File: src/rtl/lpbk_pkg.sv
package lpbk_pkg;

  // Elaboration-time gain: 2^frac * 10^(-code*step_mdb/20000), rounded.
  function automatic int unsigned gain_calc(int code, int frac, int step_mdb);
    real att_db;
    real lin;
    att_db = -(real'(code) * real'(step_mdb)) / 1000.0;
    lin    = $pow(10.0, att_db / 20.0) * $pow(2.0, real'(frac));
    return $rtoi(lin + 0.5);
  endfunction

  typedef enum logic [0:0] {
    CH_LEFT  = 1'b0,
    CH_RIGHT = 1'b1
  } chan_e;

endpackage

File: src/rtl/lpbk_rst_sync.sv
module lpbk_rst_sync #(
  parameter int STAGES = 2
) (
  input  logic clk,
  input  logic rst_n_in,
  output logic rst_n_out
);

  logic [STAGES-1:0] sh_q;
  logic [STAGES-1:0] sh_d;

  always_comb begin
    sh_d = {sh_q[STAGES-2:0], 1'b1};
  end

  always_ff @(posedge clk or negedge rst_n_in) begin
    if (!rst_n_in) begin
      sh_q <= '0;
    end else begin
      sh_q <= sh_d;
    end
  end

  assign rst_n_out = sh_q[STAGES-1];

endmodule

File: src/rtl/lpbk_cfg_regs.sv
module lpbk_cfg_regs #(
  parameter int                REG_W    = 8,
  parameter logic [REG_W-1:0]  RSV_MASK = 'h2
) (
  input  logic             clk,
  input  logic             rst_n,
  input  logic             wr_en,
  input  logic [REG_W-1:0] wdata,
  output logic [REG_W-1:0] q
);

  logic [REG_W-1:0] q_q;
  logic [REG_W-1:0] q_d;

  // Reserved positions are forced to zero on every write.
  always_comb begin
    q_d = wdata & ~RSV_MASK;
  end

  always_ff @(posedge clk or negedge rst_n) begin
    if (!rst_n) begin
      q_q <= '0;
    end else if (wr_en) begin
      q_q <= q_d;
    end
  end

  assign q = q_q;

endmodule

File: src/rtl/lpbk_gain_rom.sv
module lpbk_gain_rom #(
  parameter int CODE_W   = 6,
  parameter int FRAC_W   = 15,
  parameter int STEP_MDB = 1500
) (
  input  logic [CODE_W-1:0] code,
  output logic [FRAC_W:0]   gain
);

  localparam int DEPTH = 2 ** CODE_W;

  logic [FRAC_W:0] tbl [DEPTH];

  for (genvar i = 0; i < DEPTH; i++) begin : g_ent
    localparam int unsigned GI = lpbk_pkg::gain_calc(i, FRAC_W, STEP_MDB);
    assign tbl[i] = GI[FRAC_W:0];
  end

  assign gain = tbl[code];

endmodule

File: src/rtl/lpbk_chan_mix.sv
module lpbk_chan_mix #(
  parameter int SMP_W  = 16,
  parameter int FRAC_W = 15
) (
  input  logic                    en,
  input  logic signed [SMP_W-1:0] cap,
  input  logic signed [SMP_W-1:0] pb,
  input  logic [FRAC_W:0]         gain,
  output logic signed [SMP_W-1:0] mix
);

  localparam int PW = SMP_W + FRAC_W + 2;
  localparam logic signed [PW-1:0] ONE  = PW'(1);
  localparam logic signed [PW-1:0] HALF = ONE <<< (FRAC_W - 1);
  localparam logic signed [PW-1:0] MAXV = (ONE <<< (SMP_W - 1)) - ONE;
  localparam logic signed [PW-1:0] MINV = -(ONE <<< (SMP_W - 1));

  logic signed [PW-1:0] cap_x;
  logic signed [PW-1:0] gain_x;
  logic signed [PW-1:0] prod;
  logic signed [PW-1:0] att;
  logic signed [PW-1:0] pb_x;
  logic signed [PW-1:0] sum;

  always_comb begin
    cap_x  = PW'(cap);
    gain_x = $signed({{(PW-FRAC_W-1){1'b0}}, gain});
    prod   = cap_x * gain_x;
    att    = (prod + HALF) >>> FRAC_W;
    pb_x   = PW'(pb);
    sum    = pb_x + att;
    if (!en) begin
      mix = pb;
    end else if (sum > MAXV) begin
      mix = MAXV[SMP_W-1:0];
    end else if (sum < MINV) begin
      mix = MINV[SMP_W-1:0];
    end else begin
      mix = sum[SMP_W-1:0];
    end
  end

endmodule

File: src/rtl/lpbk_mix_top.sv
module lpbk_mix_top #(
  parameter int SMP_W      = 16,
  parameter int CODE_W     = 6,
  parameter int FRAC_W     = 15,
  parameter int STEP_MDB   = 1500,
  parameter int RST_STAGES = 2,
  localparam int REG_W     = CODE_W + 2
) (
  input  logic                    clk,
  input  logic                    rst_n,
  input  logic                    cfg_wr,
  input  logic [REG_W-1:0]        cfg_wdata,
  input  logic                    rcfg_wr,
  input  logic [REG_W-1:0]        rcfg_wdata,
  output logic [REG_W-1:0]        cfg_q,
  output logic [REG_W-1:0]        rcfg_q,
  input  logic                    in_vld,
  input  logic signed [SMP_W-1:0] adc_l,
  input  logic signed [SMP_W-1:0] adc_r,
  input  logic signed [SMP_W-1:0] pb_l,
  input  logic signed [SMP_W-1:0] pb_r,
  output logic                    out_vld,
  output logic signed [SMP_W-1:0] out_l,
  output logic signed [SMP_W-1:0] out_r
);

  import lpbk_pkg::*;

  localparam int NCH = 2;
  localparam logic [REG_W-1:0] RSV = REG_W'(2);

  logic rst_s_n;

  lpbk_rst_sync #(.STAGES(RST_STAGES)) u_rst (
    .clk       (clk),
    .rst_n_in  (rst_n),
    .rst_n_out (rst_s_n)
  );

  lpbk_cfg_regs #(.REG_W(REG_W), .RSV_MASK(RSV)) u_cfg_main (
    .clk   (clk),
    .rst_n (rst_s_n),
    .wr_en (cfg_wr),
    .wdata (cfg_wdata),
    .q     (cfg_q)
  );

  lpbk_cfg_regs #(.REG_W(REG_W), .RSV_MASK(RSV)) u_cfg_right (
    .clk   (clk),
    .rst_n (rst_s_n),
    .wr_en (rcfg_wr),
    .wdata (rcfg_wdata),
    .q     (rcfg_q)
  );

  logic                    loop_en;
  logic                    split_en;
  logic [CODE_W-1:0]       code_a [NCH];
  logic [FRAC_W:0]         gain_a [NCH];
  logic signed [SMP_W-1:0] cap_a  [NCH];
  logic signed [SMP_W-1:0] pb_a   [NCH];
  logic signed [SMP_W-1:0] mix_a  [NCH];

  // Code routing: the main code always feeds left; right follows split flag.
  always_comb begin
    loop_en          = cfg_q[0];
    split_en         = rcfg_q[0];
    code_a[CH_LEFT]  = cfg_q[REG_W-1 -: CODE_W];
    code_a[CH_RIGHT] = split_en ? rcfg_q[REG_W-1 -: CODE_W]
                                : cfg_q[REG_W-1 -: CODE_W];
    cap_a[CH_LEFT]   = adc_l;
    cap_a[CH_RIGHT]  = adc_r;
    pb_a[CH_LEFT]    = pb_l;
    pb_a[CH_RIGHT]   = pb_r;
  end

  for (genvar ch = 0; ch < NCH; ch++) begin : g_ch
    lpbk_gain_rom #(
      .CODE_W   (CODE_W),
      .FRAC_W   (FRAC_W),
      .STEP_MDB (STEP_MDB)
    ) u_rom (
      .code (code_a[ch]),
      .gain (gain_a[ch])
    );

    lpbk_chan_mix #(
      .SMP_W  (SMP_W),
      .FRAC_W (FRAC_W)
    ) u_mix (
      .en   (loop_en),
      .cap  (cap_a[ch]),
      .pb   (pb_a[ch]),
      .gain (gain_a[ch]),
      .mix  (mix_a[ch])
    );
  end

  // Output stage: next state and registers kept apart.
  logic                    vld_d;
  logic                    vld_q;
  logic signed [SMP_W-1:0] out_d [NCH];
  logic signed [SMP_W-1:0] out_q [NCH];

  always_comb begin
    vld_d = in_vld;
    for (int ch = 0; ch < NCH; ch++) begin
      out_d[ch] = mix_a[ch];
    end
  end

  always_ff @(posedge clk or negedge rst_s_n) begin
    if (!rst_s_n) begin
      vld_q <= 1'b0;
    end else begin
      vld_q <= vld_d;
    end
  end

  always_ff @(posedge clk or negedge rst_s_n) begin
    if (!rst_s_n) begin
      for (int ch = 0; ch < NCH; ch++) begin
        out_q[ch] <= '0;
      end
    end else if (in_vld) begin
      for (int ch = 0; ch < NCH; ch++) begin
        out_q[ch] <= out_d[ch];
      end
    end
  end

  assign out_vld = vld_q;
  assign out_l   = out_q[CH_LEFT];
  assign out_r   = out_q[CH_RIGHT];

endmodule

File: config.mk
export PLATFORM = sky130hd
export DESIGN_NAME = lpbk_mix_top
export DESIGN_NICKNAME = d
export VERILOG_FILES = /design/src/rtl/lpbk_pkg.sv /design/src/rtl/lpbk_rst_sync.sv /design/src/rtl/lpbk_cfg_regs.sv /design/src/rtl/lpbk_gain_rom.sv /design/src/rtl/lpbk_chan_mix.sv /design/src/rtl/lpbk_mix_top.sv
export SDC_FILE = /design/constraint.sdc
export NUM_CORES = 1
export LEC_CHECK = 0
export BUFFER_PORTS_ARGS = -buffer_cell sky130_fd_sc_hd__clkbuf_2
export CORE_MARGIN = 1
export CORE_UTILIZATION = 65
export CTS_BUF_LIST = sky130_fd_sc_hd__clkbuf_8
export DETAILED_ROUTE_END_ITERATION = 7
export PLACE_DENSITY = 0.82
export SYNTH_ARGS = -nofsm -noshare
export SYNTH_HDL_FRONTEND = slang
export SYNTH_SLANG_ARGS = --single-unit
File: constraint.sdc
create_clock -name clk -period 2 [get_ports clk]
set_input_delay 0.1 -clock clk [delete_from_list [all_inputs] [get_ports clk]]
set_output_delay 0.1 -clock clk [all_outputs]
set_load 0.005 [all_outputs]
-- Word level (Yosys, flattened, before mapping)
Memories as Yosys holds them, arrays and structs flattened.
Index checks and enable logic that the tools add are counted.
W data, S select, Z words.
- $add $sub $neg: 4
- multiply operators: 2
- $lt $le $gt $ge: 6
- muxes and demuxes: 11
- bitwise operators: 2
- operators by type and width (kind ; count):
    $mux W16 ; 10
    $add A33 B16 Y33 const B ; 2
    $gt A33 B16 Y1 const B ; 2
    $lt A33 B16 Y1 const B ; 2
    $mul A16 B17 Y33 ; 2
    $add A16 B18 Y19 ; 2
    $ge A7 B7 Y1 const B ; 2
    $not A6 Y7 ; 2
    $mux W6 ; 1
- register bits after elaboration: 49
- bits in read-only memories: 2048
- output and inout bits: 49
- memories: 2
- memories (name ; depth ; bits a word ; read ports ; clocked after memory_dff ; write ports ; line ; source):
    (name not given) ; 64 ; 16 ; 1 ; 0 ; 0 ; lpbk_gain_rom.sv:19 ; assign gain = tbl[code];
    (name not given) ; 64 ; 16 ; 1 ; 0 ; 0 ; lpbk_gain_rom.sv:19 ;

-- Logic depth before layout (Yosys ltp)
- depth after elaboration: 12
- mapped depth: 52
- depth with buffers taken out: 47

-- Hierarchy
A second synthesis with hierarchy kept.
- cell total of the unflattened synthesis: 2680
- area, all modules: 23485.0 um2
- by module, submodules not included (module ; times used ; cells an instance ; area each (um2) ; sequential area each (um2)):
    lpbk_chan_mix (g_ch[1].u_mix) ; 1 ; 1152 ; 9776.9 ; 0.0
    lpbk_chan_mix (g_ch[0].u_mix) ; 1 ; 1137 ; 9694.3 ; 0.0
    lpbk_mix_top ; 1 ; 76 ; 1442.6 ; 825.8
    lpbk_gain_rom (g_ch[1].u_rom) ; 1 ; 139 ; 994.7 ; 0.0
    lpbk_gain_rom (g_ch[0].u_rom) ; 1 ; 139 ; 917.1 ; 0.0
    lpbk_cfg_regs ; 2 ; 17 ; 302.8 ; 175.2
    lpbk_rst_sync ; 1 ; 3 ; 53.8 ; 50.0

-- Worst setup path after synthesis
OpenSTA, ideal clock, no wires.
- path kind: register to register
- start point: register u_cfg_main.q_q[3] (netlist: u_cfg_main.q[3])
- end point: register out_q (netlist bit out_r[12])
- setup time: 0.133 ns
- arrival time: 9.896 ns
- required time: 1.867 ns
- path slack: -8.029 ns
- cell stages (with the launch flop): 45
- period minus slack after synthesis: 10.029 ns
- cells stage by stage: dfrtp_1 > buf_2 > inv_2 > o21ai_1 > inv_2 > ha_1 > and2_1 > a21oi_1 > nor2_1 > a311oi_1 > a211oi_1 > clkbuf_1 > nand2_1 > fa_1 > inv_1 > fa_1 > fa_1 > fa_1 > (+9 left out) > nand2_1 > a31oi_1 > a21oi_2 > a221o_2 > a21oi_1 > xnor2_1 > ha_1 > o21a_1 > o21ai_0 > a2111oi_0 > a211oi_1 > o311ai_1 > and4b_1 > or3_1 > clkbuf_1 > buf_2 > a211oi_1 > o22ai_1
- cells in the longest elaborated chain, start to end: 12
- elaborated cells on any way between the ends: 13
- classes of those cells: add/sub (2); mul (1); order compare (2); mux (6); bitwise (1); memory (1)
- ends and longest elaborated chain (item ; line ; source):
    start: declaration ; lpbk_cfg_regs.sv:12 ; logic [REG_W-1:0] q_q;
    start signal: assignment ; lpbk_cfg_regs.sv:24 ; q_q <= q_d;
    $mux W6 (*) ; lpbk_mix_top.sv:69 ; code_a[CH_RIGHT] = split_en ? rcfg_q[REG_W-1 -: CODE_W]
    $not A6 Y7 (not written as such) (*) ; lpbk_gain_rom.sv:19 ;
    $mem_v2 Z64 W16 (*) ; - ;
    $mux W16 (not written as such) (*) (2 in series) ; lpbk_gain_rom.sv:19 ;
    $mul A16 B17 Y33 (*) ; lpbk_chan_mix.sv:28 ; prod = cap_x * gain_x;
    $add A33 B16 Y33 (*) ; lpbk_chan_mix.sv:29 ; att = (prod + HALF) >>> FRAC_W;
    $add A16 B18 Y19 (*) ; lpbk_chan_mix.sv:31 ; sum = pb_x + att;
    $lt A33 B16 Y1 ; lpbk_chan_mix.sv:36 ; end else if (sum < MINV) begin
    $mux W16 ; lpbk_chan_mix.sv:36 ;
    $mux W16 (*) ; lpbk_chan_mix.sv:34 ; end else if (sum > MAXV) begin
    $mux W16 (*) ; lpbk_chan_mix.sv:32 ; if (!en) begin
    end signal: indexed assignment ; lpbk_mix_top.sv:127 ; out_q[ch] <= out_d[ch];
    end: declaration ; lpbk_mix_top.sv:103 ; logic signed [SMP_W-1:0] out_q [NCH];
Every way passes the cells marked *; elsewhere a longest branch is shown, timed or not. The select of a mux whose other input is x is not followed.
A chain may end at the register's enable or synchronous reset.

-- Worst setup path after layout
Same ends and word-level chain as after synthesis.

==> impl_metrics.yaml <==
status:
  status: "finished, violations left"
  violations: "negative hold slack, negative setup slack"
die:
  die_x_um: 189
  initial_core_util_pct: 66.1
  die_y_um: 189
  boundaryPins: 134
  std_cell_rows: 68
  dieArea_sq_mm: 0.0359
  core_sq_mm: 0.0345
placed_design:
  dp_worst_setup_slack_ps: -8340
  io_buffers: 129
  gp_congestion: 0.969
  hpwl_mm: 57.3
yosys:
  synth_seq_cells: 49
  synth_commonest_cells: "inv_1 (492), fa_1 (390), nand2_1 (325)"
  avgSynthCellArea_sq_um: 8.41
  synth_top_family_by_area: "adder cells"
  synth_xor_area_share_pct: 2.34
  ys.flop_type: "dfrtp_1"
  synthMuxAreaShare_pct: 1.74
  synth_edf_count: 0
  netlist.area_leader.share_pct: 34.2
  yosysWarningCount: 0
  synth_compound_area_share_pct: 11.4
  yosysMostFrequentCell: "inv_1"
  synth_cell_types: 78
  syn_area_sq_mm: 0.0228
  synthArstFlopShare_pct: 100
  synth_top_area_cell: "fa_1"
  synthCells: 2715
  synth_fa_ha_area_share_pct: 50.0
  synth-simple-area-share_pct: 18.7
  yosysSeqAreaShare_pct: 5.37
  netlist_top_cells_area: "fa_1 (34%), ha_1 (16%), inv_1 (8.1%)"
sta:
  rsz0062_at_grt: "yes"
  relSlewSlack_pct: 61.6
  fin_skew_ps: 18.4
  final.period_utilization_pct: 512
  fin_tns_setup_ps: -255970
  setup_ws_ps: -8230
  hold_viol: 3
  tightest_slew_ps: 570
  report.final.slew_viol_count: 0
  hold_ws_ps: -15.4
  setup_viol: 32
  max_clock_freq_mhz: 97.7
  finalCriticalPeriod_ps: 10230
cts:
  clockRootBuffer: "clkbuf_8"
  clk_pin_slew_ps: 130
  h-tree-depth: 2
  clock_latency_ps: 350
  clk_path_buf_depth: 2
  cts_tree: "yes"
  cts-buffers-inserted: 5
  cts.sinks: 49
layout:
  area_delta_synth_final_pct: 32.4
  fin_nets: 4106
  drive_above_1_share_pct: 31.5
  fill_cells: 1700
  multiInputGateArea_sq_mm: 0.0209
  regArea_sq_mm: 0.00123
  utilization_pct: 87.4
detailed_routing:
  drcViolationCount: 0
  wl_mm: 81.4
  ant_nets: 0
  post_drt_via_cell_ratio: 6.22
  drt_first_iter_violations: 2160
  vias: 23638
  firstDrtPassIters: 6
  wl_per_cell_um: 21.4
critical_path:
  slowest_stage: "fa_1"
  arrival_ps: 10450
  critical_path.max_stage_delay_ps: 630
  cp-start-kind: "flop"
  cp_top_family: "adder cells"
  cpMostUsedCell: "fa_1"
  path_class: "reg2reg"
  crit_buf_inv: 8
  cp.required_ps: 2210
  crit_fanout: 10
  endpoint_kind: "flop"
hold_path:
  hp-class: "in2reg"
grt:
  grt_pass1_vias: 24093
  track_usage_pct: 41.9
  grt_overflow: 0
  grt_first_pass_wirelength_mm: 119
  antenna_found_initial: 2
  grt_max_degree: 52
flow_run:
  cap_viol_max_count: 0
-- layout by cell type, fill, tap and decap left out, types with 23 or more instances in the layout --
cell / instances
clkbuf_2: 129
nand2b_1: 36
a21o_1: 46
fa_1: 380
nor2b_1: 32
dfrtp_1: 46
ha_1: 260
inv_1: 478
and2_1: 200
buf_6: 29
and3_1: 23
buf_4: 568
o21ai_0: 54
nand2_1: 312
nor2_1: 119
a21oi_1: 70
xnor2_1: 36
a21oi_2: 26
-- path summary, 6_finish.rpt --
path | slack (ps) | end | start | cells past startpoint
setup / recovery | -8230 | out_r[12] | u_cfg_main.q[3] | 39
hold / removal | -20 | u_cfg_main.q[2] | cfg_wdata[2] | 3
setup reg to reg | -8230 | out_r[12] | u_cfg_main.q[3] | 39
hold reg to reg | 220 | out_r[0] | u_rst.sh_q[1] | 0
max in group asynchronous | 1200 | u_cfg_right.q[0] | u_rst.sh_q[1] | 1
min in group asynchronous | 60 | u_rst.sh_q[1] | rst_n | 2
-- logic make-up after synthesis --
group           Yosys count
compound gates          398
xor+xnor                 61
fa+ha+maj               678
buf+inv                 623
flops                    49
mux                      36
other cells               2
simple gates            868
-- layout make-up --
class,instances,share of cell area (%)
inverter,498,6.24
clock buffer,5,0.228
multi-input combinational,2044,69.1
antenna,1,0.00828
timing repair buffer,745,18.3
clock inverter,3,0.141
tap,455,1.88
sequential,49,4.07
-- per-stage QoR --
step | std cells | area [sq um]
global placement | 3701 | 27900
CTS | 3766 | 29400
global route | 3799 | 30200
finish | 3800 | 30200
detailed placement | 3701 | 27900
floorplan | 2716 | 23300
-- layer usage --
metal | GRT usage, % | share of wire, %
met4 | 20.4 | 7.3
met1 | 53.2 | 35
met5 | 0 | 0.044
met3 | 7.97 | 10
met2 | 68.8 | 47
-- sequential cells by signal, summed over array words and instances (netlist names) --
signal,count
out_l,16
out_r,16
u_cfg_main.q,7
u_cfg_right.q,7
u_rst.sh_q,2
out_vld,1
-- worst register-to-register path, delay by kind of cell, from the launching register on --
family / cells / cell delay (ps)
buf+inv: 8 / 990
xor+xnor: 1 / 130
flops: 1 / 420
compound gates: 16 / 3500
simple gates: 5 / 990
fa+ha+maj: 9 / 4080
-- what timing repair did --
| item | in CTS | in global routing |
|---|---|---|
| gates resized for setup | 197 | 127 |
| hold buffers | 4 | 1 |
| pin swaps | 127 | 76 |
| endpoints found under the setup margin | 32 | 32 |
| endpoints found under the hold margin | 5 | 1 |
| cloned | 3 | 1 |
| buffers inserted | 59 | 34 |
Power is left out: the tool's default activity adds up to more than one toggle a clock period on the data nets, which glitch-free logic cannot reach.
